File: src/rtl/vml_pkg.sv
package vml_pkg;
  typedef enum logic [2:0] {
    BK_SEQ  = 3'd0,
    BK_MISC = 3'd1,
    BK_CRTC = 3'd2,
    BK_ATC  = 3'd3,
    BK_GDC  = 3'd4
  } bank_e;

  typedef enum logic [1:0] {
    MK_ABSENT = 2'd0,
    MK_NONE   = 2'd1,
    MK_TEXT   = 2'd2,
    MK_GFX    = 2'd3
  } mode_kind_e;

  localparam int unsigned REC_BYTES = 64;
  localparam int unsigned OFS_W     = $clog2(REC_BYTES);
  localparam int unsigned HDR_BYTES = 5;
  localparam int unsigned OFS_SEQ   = 5;
  localparam int unsigned OFS_MISC  = 9;
  localparam int unsigned OFS_CRTC  = 10;
  localparam int unsigned OFS_ATC   = 35;
  localparam int unsigned OFS_GDC   = 55;

  localparam logic [4:0]  ATC_MODE_IDX  = 5'd16;
  localparam logic [4:0]  CRTC_CUR_BEG  = 5'd10;
  localparam logic [4:0]  CRTC_CUR_FIN  = 5'd11;
  localparam logic [7:0]  SEQ_RST_VAL   = 8'h03;
  localparam logic [15:0] TEXT_BLANK    = 16'h0700;
endpackage

File: src/rtl/vml_mode_lut.sv
module vml_mode_lut
  import vml_pkg::*;
#(
  parameter int unsigned REC_W = 4
) (
  input  logic [6:0]       mode_i,
  output mode_kind_e       kind_o,
  output logic [REC_W-1:0] rec_o
);
  always_comb begin
    kind_o = MK_ABSENT;
    rec_o  = '0;
    if (mode_i <= 7'h01) begin
      kind_o = MK_TEXT;
    end else if (mode_i <= 7'h03) begin
      kind_o = MK_TEXT;
      rec_o  = REC_W'(1);
    end else if (mode_i <= 7'h06) begin
      kind_o = MK_GFX;
      rec_o  = REC_W'(mode_i - 7'd1);
    end else if (mode_i == 7'h07) begin
      kind_o = MK_TEXT;
      rec_o  = REC_W'(2);
    end else if (mode_i <= 7'h0c) begin
      kind_o = MK_NONE;
    end else if (mode_i <= 7'h12) begin
      kind_o = MK_GFX;
      rec_o  = REC_W'(mode_i - 7'd7);
    end
  end
endmodule

File: src/rtl/vml_ofs_decode.sv
module vml_ofs_decode
  import vml_pkg::*;
(
  input  logic [OFS_W-1:0] ofs_i,
  output logic             hdr_o,
  output bank_e            bank_o,
  output logic [4:0]       idx_o
);
  always_comb begin
    hdr_o  = 1'b0;
    bank_o = BK_SEQ;
    idx_o  = '0;
    if (ofs_i < OFS_W'(OFS_SEQ)) begin
      hdr_o = 1'b1;
    end else if (ofs_i < OFS_W'(OFS_MISC)) begin
      bank_o = BK_SEQ;
      idx_o  = 5'(ofs_i - OFS_W'(OFS_SEQ - 1));
    end else if (ofs_i < OFS_W'(OFS_CRTC)) begin
      bank_o = BK_MISC;
    end else if (ofs_i < OFS_W'(OFS_ATC)) begin
      bank_o = BK_CRTC;
      idx_o  = 5'(ofs_i - OFS_W'(OFS_CRTC));
    end else if (ofs_i < OFS_W'(OFS_GDC)) begin
      bank_o = BK_ATC;
      idx_o  = 5'(ofs_i - OFS_W'(OFS_ATC));
    end else begin
      bank_o = BK_GDC;
      idx_o  = 5'(ofs_i - OFS_W'(OFS_GDC));
    end
  end
endmodule

File: src/rtl/vml_loader.sv
module vml_loader
  import vml_pkg::*;
#(
  parameter int unsigned REC_W   = 4,
  parameter int unsigned VADDR_W = 16
) (
  input  logic                   clk_i,
  input  logic                   rst_ni,
  input  logic                   start_i,
  input  logic [7:0]             mode_i,
  output logic [REC_W+OFS_W-1:0] rom_addr_o,
  input  logic [7:0]             rom_data_i,
  output logic                   reg_we_o,
  output logic [2:0]             reg_bank_o,
  output logic [4:0]             reg_idx_o,
  output logic [7:0]             reg_data_o,
  output logic                   vmem_we_o,
  output logic [VADDR_W-1:0]     vmem_addr_o,
  output logic [15:0]            vmem_data_o,
  output logic [7:0]             cols_o,
  output logic [7:0]             rows_o,
  output logic [7:0]             char_h_o,
  output logic [15:0]            page_bytes_o,
  output logic [7:0]             cur_start_o,
  output logic [7:0]             cur_end_o,
  output logic [6:0]             mode_o,
  output logic                   text_o,
  output logic                   done_o,
  output logic                   err_o
);
  typedef enum logic [2:0] {
    ST_IDLE, ST_LOOKUP, ST_FORCE, ST_WALK, ST_CHECK, ST_CLEAR, ST_DONE
  } state_e;

  localparam logic [OFS_W-1:0] OFS_LAST = OFS_W'(REC_BYTES - 1);

  state_e             state_q, state_d;
  logic [7:0]         mode_q;
  mode_kind_e         kind_q, lut_kind;
  logic [REC_W-1:0]   rec_q, lut_rec;
  logic [OFS_W-1:0]   ofs_q;
  logic [VADDR_W-1:0] clr_q;
  logic               atc_gfx_q, err_q;
  logic               dec_hdr;
  bank_e              dec_bank;
  logic [4:0]         dec_idx;
  logic [14:0]        words;
  logic               mismatch, want_clear;

  vml_mode_lut #(.REC_W(REC_W)) u_lut (
    .mode_i (mode_q[6:0]),
    .kind_o (lut_kind),
    .rec_o  (lut_rec)
  );

  vml_ofs_decode u_dec (
    .ofs_i  (ofs_q),
    .hdr_o  (dec_hdr),
    .bank_o (dec_bank),
    .idx_o  (dec_idx)
  );

  assign words      = page_bytes_o[15:1];
  assign mismatch   = atc_gfx_q != (kind_q == MK_GFX);
  assign want_clear = (kind_q == MK_TEXT) && !mode_q[7] && (words != '0);

  always_comb begin
    state_d = state_q;
    unique case (state_q)
      ST_IDLE:   if (start_i) state_d = ST_LOOKUP;
      ST_LOOKUP: state_d = (lut_kind == MK_ABSENT || lut_kind == MK_NONE) ? ST_DONE : ST_FORCE;
      ST_FORCE:  state_d = ST_WALK;
      ST_WALK:   if (ofs_q == OFS_LAST) state_d = ST_CHECK;
      ST_CHECK:  state_d = (!mismatch && want_clear) ? ST_CLEAR : ST_DONE;
      ST_CLEAR:  if (clr_q == VADDR_W'(words - 15'd1)) state_d = ST_DONE;
      ST_DONE:   state_d = ST_IDLE;
      default:   state_d = ST_IDLE;
    endcase
  end

  always_ff @(posedge clk_i or negedge rst_ni) begin
    if (!rst_ni) begin
      state_q      <= ST_IDLE;
      mode_q       <= '0;
      kind_q       <= MK_ABSENT;
      rec_q        <= '0;
      ofs_q        <= '0;
      clr_q        <= '0;
      atc_gfx_q    <= 1'b0;
      err_q        <= 1'b0;
      cols_o       <= '0;
      rows_o       <= '0;
      char_h_o     <= '0;
      page_bytes_o <= '0;
      cur_start_o  <= '0;
      cur_end_o    <= '0;
    end else begin
      state_q <= state_d;
      unique case (state_q)
        ST_IDLE: if (start_i) begin
          mode_q <= mode_i;
          err_q  <= 1'b0;
        end
        ST_LOOKUP: begin
          kind_q <= lut_kind;
          rec_q  <= lut_rec;
          ofs_q  <= '0;
          err_q  <= (lut_kind == MK_ABSENT || lut_kind == MK_NONE);
        end
        ST_WALK: begin
          ofs_q <= ofs_q + 1'b1;
          if (dec_hdr) begin
            unique case (ofs_q)
              OFS_W'(0): cols_o             <= rom_data_i;
              OFS_W'(1): rows_o             <= rom_data_i;
              OFS_W'(2): char_h_o           <= rom_data_i;
              OFS_W'(3): page_bytes_o[7:0]  <= rom_data_i;
              default:   page_bytes_o[15:8] <= rom_data_i;
            endcase
          end else begin
            if (dec_bank == BK_CRTC && dec_idx == CRTC_CUR_BEG) cur_start_o <= rom_data_i;
            if (dec_bank == BK_CRTC && dec_idx == CRTC_CUR_FIN) cur_end_o   <= rom_data_i;
            if (dec_bank == BK_ATC  && dec_idx == ATC_MODE_IDX) atc_gfx_q   <= rom_data_i[0];
          end
        end
        ST_CHECK: begin
          err_q <= mismatch;
          clr_q <= '0;
        end
        ST_CLEAR: clr_q <= clr_q + 1'b1;
        default: ;
      endcase
    end
  end

  assign rom_addr_o  = {rec_q, ofs_q};
  assign reg_we_o    = (state_q == ST_FORCE) || (state_q == ST_WALK && !dec_hdr);
  assign reg_bank_o  = (state_q == ST_FORCE) ? 3'(BK_SEQ) : 3'(dec_bank);
  assign reg_idx_o   = (state_q == ST_FORCE) ? 5'd0 : dec_idx;
  assign reg_data_o  = (state_q == ST_FORCE) ? SEQ_RST_VAL : rom_data_i;
  assign vmem_we_o   = state_q == ST_CLEAR;
  assign vmem_addr_o = clr_q;
  assign vmem_data_o = TEXT_BLANK;
  assign mode_o      = mode_q[6:0];
  assign text_o      = kind_q == MK_TEXT;
  assign done_o      = state_q == ST_DONE;
  assign err_o       = done_o && err_q;
endmodule

File: config.mk
export PLATFORM = sky130hd
export DESIGN_NAME = vml_loader
export DESIGN_NICKNAME = d
export VERILOG_FILES = /design/src/rtl/vml_pkg.sv /design/src/rtl/vml_mode_lut.sv /design/src/rtl/vml_ofs_decode.sv /design/src/rtl/vml_loader.sv
export SDC_FILE = /design/constraint.sdc
export NUM_CORES = 1
export LEC_CHECK = 0
export BUFFER_PORTS_ARGS = -buffer_cell sky130_fd_sc_hd__buf_2
export CAP_MARGIN = 20
export CORE_ASPECT_RATIO = 0.75
export CORE_UTILIZATION = 45
export CTS_CLUSTER_SIZE = 20
export DETAILED_ROUTE_END_ITERATION = 10
export HOLD_SLACK_MARGIN = 0.1
export PLACE_DENSITY_LB_ADDON = 0.15
export SLEW_MARGIN = 0
export SYNTH_ARGS = -nofsm -noshare
export SYNTH_HDL_FRONTEND = slang
export SYNTH_SLANG_ARGS = --single-unit
File: constraint.sdc
create_clock -name clk_i -period 4.4 [get_ports clk_i]
set_input_delay 0.22 -clock clk_i [delete_from_list [all_inputs] [get_ports clk_i]]
set_output_delay 0.22 -clock clk_i [all_outputs]
set_load 0.01 [all_outputs]
== After elaboration in Yosys (flattened, before gate mapping) ==
Index checks and enable logic that the tools add are counted.
Storage, ports and cells
  output and inout bits: 126
  register bits: 97
  logic and storage cells: 128
  input port bits: 19
Cells by class
  bitwise gates (word level): 2
  equality and inequality tests: 24
  $add $sub $neg: 9
  mux-type cells: 36
  reductions and logical operators: 32
  magnitude comparators: 10
Operators by type and width (count)
  one-hot mux 16 bit (2 select lines): 1
  two-way mux 3 bit: 10
  two-way mux 5 bit: 6
  AND reduction 3 bit: 9
  two-way mux 4 bit: 6
  one-hot mux 3 bit (6 select lines): 1
  adder 16 x 1 -> 16 bit (second input constant): 1
  == test 16 bit: 1
  subtractor 15 x 1 -> 16 bit (second input constant): 1
  nonzero test 15 bit: 1
  two-way mux 2 bit: 7
  == test 3 x 2 -> 1 bit (second input constant): 4
  == test 6 x 2 -> 1 bit (second input constant): 2
  < comparator 6 x 4 -> 1 bit (second input constant): 2
  < comparator 6 bit (second input constant): 2
  one-hot mux 6 bit (2 select lines): 1
  == test 5 x 4 -> 1 bit (second input constant): 2
  == test 3 bit (second input constant): 3
  logical AND 1 bit: 8
  two-way mux 8 bit: 1
  == test 7 x 3 -> 1 bit (second input constant): 1
  less-or-equal comparator 7 x 1 -> 1 bit (second input constant): 1
  less-or-equal comparator 7 x 2 -> 1 bit (second input constant): 1
  less-or-equal comparator 7 x 3 -> 1 bit (second input constant): 1
  31 further kinds: 40

== Depth between registers and ports, before layout ==
Gate-level depths: netlist (run 1).
  depth in word-level cells: 11
  gate-level depth with buffers: 13
  gate-level depth less buffers: 12

== Hierarchy ==
A second synthesis (run 1) with hierarchy kept.
Second synthesis, totals
  cell total of the unflattened synthesis: 554
  area total of the unflattened synthesis: 5724.2 µm²
Modules (own cells, without submodules)
  vml_loader: instances 1, cells an instance 449, seq. area each 2427.3 µm², area each 4988.5 µm²
  vml_ofs_decode: instances 1, cells an instance 64, seq. area each 0.0 µm², area each 449.2 µm²
  vml_mode_lut: instances 1, cells an instance 41, seq. area each 0.0 µm², area each 286.5 µm²

== Worst setup path after synthesis (run 1) ==
No wires, ideal clock.
  path kind: register to register
  from: register ofs_q[3]
  to: register cur_start_o[1]
  setup slack: 0.872 ns
  period minus slack after synthesis: 3.528 ns
  arrival time: 3.404 ns
  stages on the path, launching flop included: 14
  buffers on the path: 1
  path through: dfrtp_1 -> clkbuf_1 -> inv_1 -> ha_1 -> a21o_1 -> nor2b_1 -> inv_1 -> ha_1 -> nor4b_1 -> a41oi_1 -> o311ai_1 -> or4_1 -> nor4b_4 -> mux2_2
On the way
  word-level cells in the longest chain between the ends: 9
  elaborated cells between the ends (all ways): 25
  those cells by class: add/sub (4); order compare (5); eq/ne (2); mux (11); bitwise (1); reduce/logical (2)
Ends and longest elaborated chain
  start, declared: RTL line vml_loader.sv:41  | logic [OFS_W-1:0] ofs_q;
  start signal, assigned: RTL line vml_loader.sv:111  | ofs_q <= ofs_q + 1'b1;
  subtractor 5 bit (tied with other cells): RTL line vml_ofs_decode.sv:28  | idx_o = 5'(ofs_i - OFS_W'(OFS_GDC));
  two-way mux 5 bit / two-way mux 3 bit (equally long branches): RTL line vml_ofs_decode.sv:23  | end else if (ofs_i < OFS_W'(OFS_GDC)) begin
  two-way mux 5 bit / two-way mux 3 bit (equally long branches): RTL line vml_ofs_decode.sv:20  | end else if (ofs_i < OFS_W'(OFS_ATC)) begin
  two-way mux 5 bit / two-way mux 3 bit (equally long branches): RTL line vml_ofs_decode.sv:18  | end else if (ofs_i < OFS_W'(OFS_CRTC)) begin
  two-way mux 5 bit / two-way mux 3 bit (equally long branches): RTL line vml_ofs_decode.sv:15  | end else if (ofs_i < OFS_W'(OFS_MISC)) begin
  two-way mux 5 bit / two-way mux 3 bit (equally long branches): RTL line vml_ofs_decode.sv:13  | if (ofs_i < OFS_W'(OFS_SEQ)) begin
  == test 5 x 4 -> 1 bit / == test 3 x 2 -> 1 bit (equally long branches): RTL line vml_loader.sv:121  | if (dec_bank == BK_CRTC && dec_idx == CRTC_CUR_BEG) cur_start_o <= rom_data_i;
  logical AND 1 bit: RTL line vml_loader.sv:121
  AND reduction 3 bit (no line) (*)
  end signal, assigned: RTL line vml_loader.sv:121
  end, declared: RTL line vml_loader.sv:24  | output logic [7:0] cur_start_o,
Mark *: on every way between the ends. The rest lies on a longest branch, timed or not.
A chain may end at the register's enable or synchronous reset.

== Worst setup path after layout (run 1) ==
  from: register ofs_q[1]
  to: register cur_end_o[6]
On the way
  word-level cells in the longest chain between the ends: 9
  elaborated cells between the ends (all ways): 25
  those cells by class: add/sub (4); order compare (5); eq/ne (2); mux (11); bitwise (1); reduce/logical (2)
Ends and longest elaborated chain
  subtractor 5 bit (tied with other cells): RTL line vml_ofs_decode.sv:28
  two-way mux 5 bit / two-way mux 3 bit (equally long branches): RTL line vml_ofs_decode.sv:23
  two-way mux 5 bit / two-way mux 3 bit (equally long branches): RTL line vml_ofs_decode.sv:20
  two-way mux 5 bit / two-way mux 3 bit (equally long branches): RTL line vml_ofs_decode.sv:18
  two-way mux 5 bit / two-way mux 3 bit (equally long branches): RTL line vml_ofs_decode.sv:15
  two-way mux 5 bit / two-way mux 3 bit (equally long branches): RTL line vml_ofs_decode.sv:13
  == test 5 x 4 -> 1 bit / == test 3 x 2 -> 1 bit (equally long branches): RTL line vml_loader.sv:122  | if (dec_bank == BK_CRTC && dec_idx == CRTC_CUR_FIN) cur_end_o <= rom_data_i;
  logical AND 1 bit: RTL line vml_loader.sv:122
  AND reduction 3 bit (no line) (*)
  end signal, assigned: RTL line vml_loader.sv:122
  end, declared: RTL line vml_loader.sv:25  | output logic [7:0] cur_end_o,
Marks and branches as above.

==> results of run 1 <==
registers in the layout (all words and copies together) (netlist names), 2 cells and up:
| name | cells |
|---|---|
| rows_o | 8 |
| state_q | 3 |
| ofs_q | 6 |
| mode_q | 8 |
| page_bytes_o | 16 |
| rec_q | 4 |
| char_h_o | 8 |
| cur_end_o | 8 |
| vmem_addr_o | 16 |
| kind_q | 2 |
| cur_start_o | 8 |
| cols_o | 8 |
final timing paths:
check	cells after the start	slack [ns]	end	startpoint
max reg2reg	11	0.59	cur_end_o[6]	ofs_q[1]
min reg2reg	2	0.49	rec_q[0]	rec_q[0]
min in group asynchronous	2	0.52	ofs_q[5]	rst_ni
max	11	0.59	cur_end_o[6]	ofs_q[1]
min	2	0.13	mode_q[7]	mode_i[7]
max in group asynchronous	3	2.90	mode_q[7]	rst_ni
through the flow:
step	hold slack (ns)	worst slack, ns	cells	utilization (%)	total power [W]
floorplan	-0.07559	0.8716	584	-	0.003031
global placement	0.3745	0.7966	839	52.17	0.003765
detailed placement	0.3958	0.6625	839	52.17	0.003790
CTS	0.1276	0.6180	863	55.33	0.004621
global route	0.1301	0.2964	864	55.39	0.004933
finish	0.1347	0.5882	864	55.39	0.004606
cell families after synthesis:
kind of cell	after synthesis	synth area share (%)
AO/OA/AOI/OAI	103	12.20
XOR/XNOR	17	2.592
adder cells (fa/ha/maj)	19	4.138
buffers and inverters	64	5.858
flip-flops	97	42.25
multiplexers	76	14.63
other	2	0.1307
AND/OR/NAND/NOR	192	18.21
power groups by stage:
| stage | clock, W | combinational (W) | sequential, W |
|---|---|---|---|
| floorplan | 0 | 0.00146 | 0.00157 |
| global placement | 0 | 0.00218 | 0.00159 |
| detailed placement | 0 | 0.00218 | 0.00161 |
| CTS | 0.000830 | 0.00219 | 0.00160 |
| global route | 0.000859 | 0.00241 | 0.00166 |
| finish | 0.000804 | 0.00220 | 0.00160 |
Yosys cell counts (8+ instances only):
library cell  count  area (µm²)
dfrtp_1          97        2427
mux2_2           63       709.4
nand2_1          53       198.9
o21ai_0          28       140.1
nor2_1           24       90.09
buf_4            23       172.7
clkbuf_1         21       78.83
ha_1             19       237.7
nor3_1           18       90.09
inv_1            17       63.81
a21oi_1          14       70.07
mux2i_1          12       120.1
nand3_1          12       60.06
and3_1           10       62.56
nand4_1          10       62.56
or4_1            10       75.07
xnor2_1           9       78.83
and2_1            8       50.05
nand2b_1          8       50.05
nor2b_1           8       50.05
xor2_1            8       70.07
worst max-delay path: stages (launching register included):
cell      delay, ns
dfrtp_1        0.61
ha_1           0.25
a21o_1         0.10
nor2b_1        0.25
inv_1          0.12
ha_1           0.36
inv_1          0.09
a41oi_1        0.16
o311ai_1       0.16
or4_1          0.59
nand4b_1       0.56
mux2_2         0.45
metal layers:
layer | up-vias | wire, µm | track usage, %
li1 | 2290 | - | -
met2 | 160 | 6859 | 35.95
met4 | 0 | 199 | 5.393
met3 | 15 | 978 | 6.364
met5 | - | 0 | 0
met1 | 2396 | 7545 | 35.63
final cells by class:
class                           count  area, µm²
Clock inverter                      7      85.08
Tap cell                          166      207.7
Sequential cell                    97       2427
Inverter                           17      63.81
Multi-Input combinational cell    423       3040
Fill cell                        1135       5509
Clock buffer                        9      225.2
Timing Repair Buffer              145      790.8
==> out/qor.txt, run 1 <==
Synth-to-layout area growth: 19.05%
Setup TNS: 0 ns
Vias per cell: 5.626
Max-Cap Viols: 0
Final Wtd Congestion: 0.9458
Nets: 731
Row count: 35
Synthesized area per cell: 10.08 µm²
Clk slew on worst S/H paths: 0.08 ns
Clock Skews: 0.01316 ns
Crit end category: register
Req. time, crit path: 4.64 ns
Antenna violations before repair: 0
Most common cell after layout, fill and taps aside: buf_2
Ys flop type: dfrtp_1
Status: completed
Core area: 0.01235 mm²
HPWL after detailed placement: 11260 µm
Later-pin clock latency in the skew report: 0.35 ns
Worst Setup Path Type: reg -> reg
Leak: 3.330 nW
Worst hold path type: in -> reg
Fmax: 262.3 MHz
Drt total wl: 15580 µm
Hold_buf cts: 8
Max clock buf depth: 2
CTS Root Cell: clkbuf_16
Share of layout cells above drive strength 1: 31.95%
Ys Warns: 0
Commonest non-fill, non-tap cells in the layout: buf_2 (127), dfrtp_1 (97), mux2_2 (63)
First-pass GRT wire length: 24810 µm
Initial drt markers: 242
Top Ports: 145
Remaining DRCs: 0
Switching part of the total: 44.18%
DR WL/cell: 18.03 µm
Critical path peak fanout: 12
Reg power frac: 34.8%
Switching Power: 0.002035 W
Post-CTS Setup Inserts: 0
Total GRT Usage: 24.30%
# resized after CTS: 0
Worst-margin pin slew: 0.8689 ns
Design area: 0.006840 mm²
Final period util: 86.63%
IO Port Bufs: 128
Die ar.: 0.01323 mm²
Hold violation count in the final report: 0
Cell area after synthesis: 0.005746 mm²
Post-route ant nets: 0
Largest net degree at the start of global routing: 66
Cell Pwr Density: 673.3 mW/mm²
Initial core utilization: 46.52%
Crit path launch type: register
Routed via count: 4861
Number of CTS-inserted buffers: 9
Sink Count: 97
Tmin final: 3.812 ns
Die span in y: 99.86 µm
Vias in the first global route: 4473
Post-Syn Instances: 570
Gate power share: 47.7%
Relative slew slack: 42.07%
CTS tree: yes
Clock Power Share: 17.5%
Post-DP Area: 0.006442 mm²
RSZ-0062 raised after global routing: no
WP data arrival: 4.05 ns
P_int: 0.002571 W
Max-slew violations: 0
Inserted Diodes: 0
Post-synthesis cell type count: 64
#FFs+latches synth: 97
Die X: 132.5 µm
IR drop worst, VDD: 0.0004102 V
Setup violators final: 0
Drt first pass iters: 4
Post-synth EDFFs: 0
Seq/Total Area, Yosys: 42.25%
Max H-tree Level: 3
Async SR Flop Fraction: 100.0%
Grt ovf: 0
No activity file was read; power rests on OpenSTA's default activity.
==> inputs of run 2 (changes only) <==
CORE_UTILIZATION = 54   (was 45)
==> run 2 against run 1 <==
  * Fmax fell by 0.39%
  * Critical path depth did not move
  * Die area fell by 16%
  * Power fell by 0.45%
  * Sequential share of layout area rose by 0.33 points
  * Clock skew fell by 0.00055 ns
  * Utilization rose by 10 points
  * Via count rose by 1.2%
  * Combinational power barely moved
  * Flip-flop and latch count did not move
  * Hold slack got worse by 0.021 ns
  * Critical path type unchanged
  * Largest cell class unchanged
  * Highest routed layer unchanged
==> out/qor.txt, run 2 (synthesis results as in run 1) <==
Status: completed (unchanged)
Row count: 32 (was 35)
Buf/Inv on CP: 2 (unchanged)
Antenna violations before repair: 0 (unchanged)
Vias in the first global route: 4734 (was 4473)
Worst-margin pin slew: 0.6924 ns (was 0.8689 ns)
Drt total wl: 15340 µm (was 15580 µm)
Core area: 0.01033 mm² (was 0.01235 mm²)
Top Ports: 145 (unchanged)
Fmax: 261.3 MHz (was 262.3 MHz)
Worst hold path type: in -> reg (unchanged)
Clock Skews: 0.01261 ns (was 0.01316 ns)
Commonest non-fill, non-tap cells in the layout: buf_2 (127), dfrtp_1 (97), mux2_2 (63) (unchanged)
Req. time, crit path: 4.63 ns (was 4.64 ns)
R2r setup slk: 0.57 ns (was 0.59 ns)
Initial drt markers: 267 (was 242)
Hold violation count in the final report: 0 (unchanged)
# resized after CTS: 0 (unchanged)
Inserted Diodes: 0 (unchanged)
Final worst slack: 0.5732 ns (was 0.5882 ns)
Hold_buf cts: 6 (was 8)
Met2 wire length: 6935 µm (was 6859 µm)
Crit path cell chain: ha_1 > a21o_1 > nor2b_1 > inv_1 > ha_1 > inv_1 > a41oi_1 > o311ai_1 > or4_1 > nor4b_4 > mux2_2 (was ha_1 > a21o_1 > nor2b_1 > inv_1 > ha_1 > inv_1 > a41oi_1 > o311ai_1 > or4_1 > nand4b_1 > mux2_2)
First-pass GRT wire length: 24540 µm (was 24810 µm)
Nets: 729 (was 731)
Die X: 121.1 µm (was 132.5 µm)
Tmin final: 3.827 ns (was 3.812 ns)
DR WL/cell: 18.44 µm (was 18.03 µm)
Max H-tree Level: 3 (unchanged)
Post-Place Cells: 810 (was 839)
Grt ovf: 0 (unchanged)
Worst Setup Path Type: reg -> reg (unchanged)
Relative slew slack: 53.84% (was 42.07%)
Number of CTS-inserted buffers: 9 (unchanged)
Critical path peak fanout: 8 (was 12)
Drt first pass iters: 5 (was 4)
Place WS: 0.6141 ns (was 0.6625 ns)
Remaining DRCs: 0 (unchanged)
Final Non-Filler Cells: 832 (was 864)
CTS tree: yes (unchanged)
Die span in y: 91.33 µm (was 99.86 µm)
Crit end category: register (unchanged)
Leak: 3.320 nW (was 3.330 nW)
Vias per cell: 5.911 (was 5.626)
Routed via count: 4918 (was 4861)
Clk slew on worst S/H paths: 0.08 ns (about the same)
Post-CTS Setup Inserts: 0 (unchanged)
Most common cell after layout, fill and taps aside: buf_2 (unchanged)
Metal3 WL: 1216 µm (was 978 µm)
Setup violators final: 0 (unchanged)
Cell Pwr Density: 676.5 mW/mm² (was 673.3 mW/mm²)
Final period util: 86.97% (was 86.63%)
Die ar.: 0.01106 mm² (was 0.01323 mm²)
Setup TNS: 0 ns (unchanged)
Cell family with most CP delay: simple AND/OR/NAND/NOR gates (unchanged)
Final Wtd Congestion: 0.8950 (was 0.9458)
DR top layer: met4 (unchanged)
IR drop worst, VDD: 0.0004176 V (was 0.0004102 V)
Initial core utilization: 55.62% (was 46.52%)
CP peak stage delay: 0.59 ns (was 0.61 ns)
Largest net degree at the start of global routing: 53 (was 66)
CTS Root Cell: clkbuf_16 (unchanged)
Post-route ant nets: 0 (unchanged)
RSZ-0062 raised after global routing: no (unchanged)
Sink Count: 97 (unchanged)
Crit-path slowest cell: or4_1 (was dfrtp_1)
Met1 WL: 7008 µm (was 7545 µm)
Synth-to-layout area growth: 17.97% (was 19.05%)
WP data arrival: 4.06 ns (was 4.05 ns)
Share of layout cells above drive strength 1: 32.04% (was 31.95%)
Crit path launch type: register (unchanged)
Max-slew violations: 0 (unchanged)
HPWL after detailed placement: 11040 µm (was 11260 µm)
Max-Cap Viols: 0 (unchanged)
Later-pin clock latency in the skew report: 0.34 ns (was 0.35 ns)
Max clock buf depth: 2 (unchanged)
IO Port Bufs: 128 (unchanged)
Total GRT Usage: 28.56% (was 24.30%)
[run 2: cell count changes in the layout (fill, tap and decap cells not counted), sizes merged]
cell,previous run,this run
dlygate4sd3,8,6
[run 2: path summary, 6_finish.rpt]
kind                            from              to  cells after the start
max                         ofs_q[2]  cur_start_o[4]                     11
min                        mode_i[3]       mode_q[3]                      2
max reg2reg                 ofs_q[2]  cur_start_o[4]                     11
min reg2reg                 rec_q[0]        rec_q[0]                      2
max in group asynchronous     rst_ni       atc_gfx_q                      3
min in group asynchronous     rst_ni        ofs_q[5]                      2
[run 2: final cells by class]
cell class | instances | area (µm²)
Fill cell | 865 | 3552
Clock inverter | 7 | 80.08
Inverter | 17 | 63.81
Clock buffer | 9 | 225.2
Sequential cell | 97 | 2427
Tap cell | 136 | 170.2
Multi-Input combinational cell | 423 | 3040
Timing Repair Buffer | 143 | 770.7
[run 2: metrics by stage]
step / power, W / area [µm²] / hold WS [ns] / utilization [%]
6_report: 0.004585 / 6778 / 0.1140 / 65.61
5_1_grt: 0.004891 / 6778 / 0.1073 / 65.61
3_3_place_gp: 0.003732 / 6412 / 0.2985 / 62.08
4_1_cts: 0.004576 / 6778 / 0.1010 / 65.61
2_1_floorplan: 0.003031 / 5798 / -0.07559 / -
3_5_place_dp: 0.003773 / 6412 / 0.3172 / 62.08
[run 2: routing by layer]
layer / global-route usage, % / vias up
met5: 0 / -
met4: 5.556 / 0
met3: 8.668 / 17
met2: 43.52 / 209
met1: 40.21 / 2413
li1: - / 2279
[run 2: power breakdown]
part	switching (W)	total (W)	internal, W
registers	0.000422	0.00162	0.00120
clock network	0.000380	0.000784	0.000404
logic	0.00122	0.00218	0.000964
total	0.00202	0.00458	0.00256
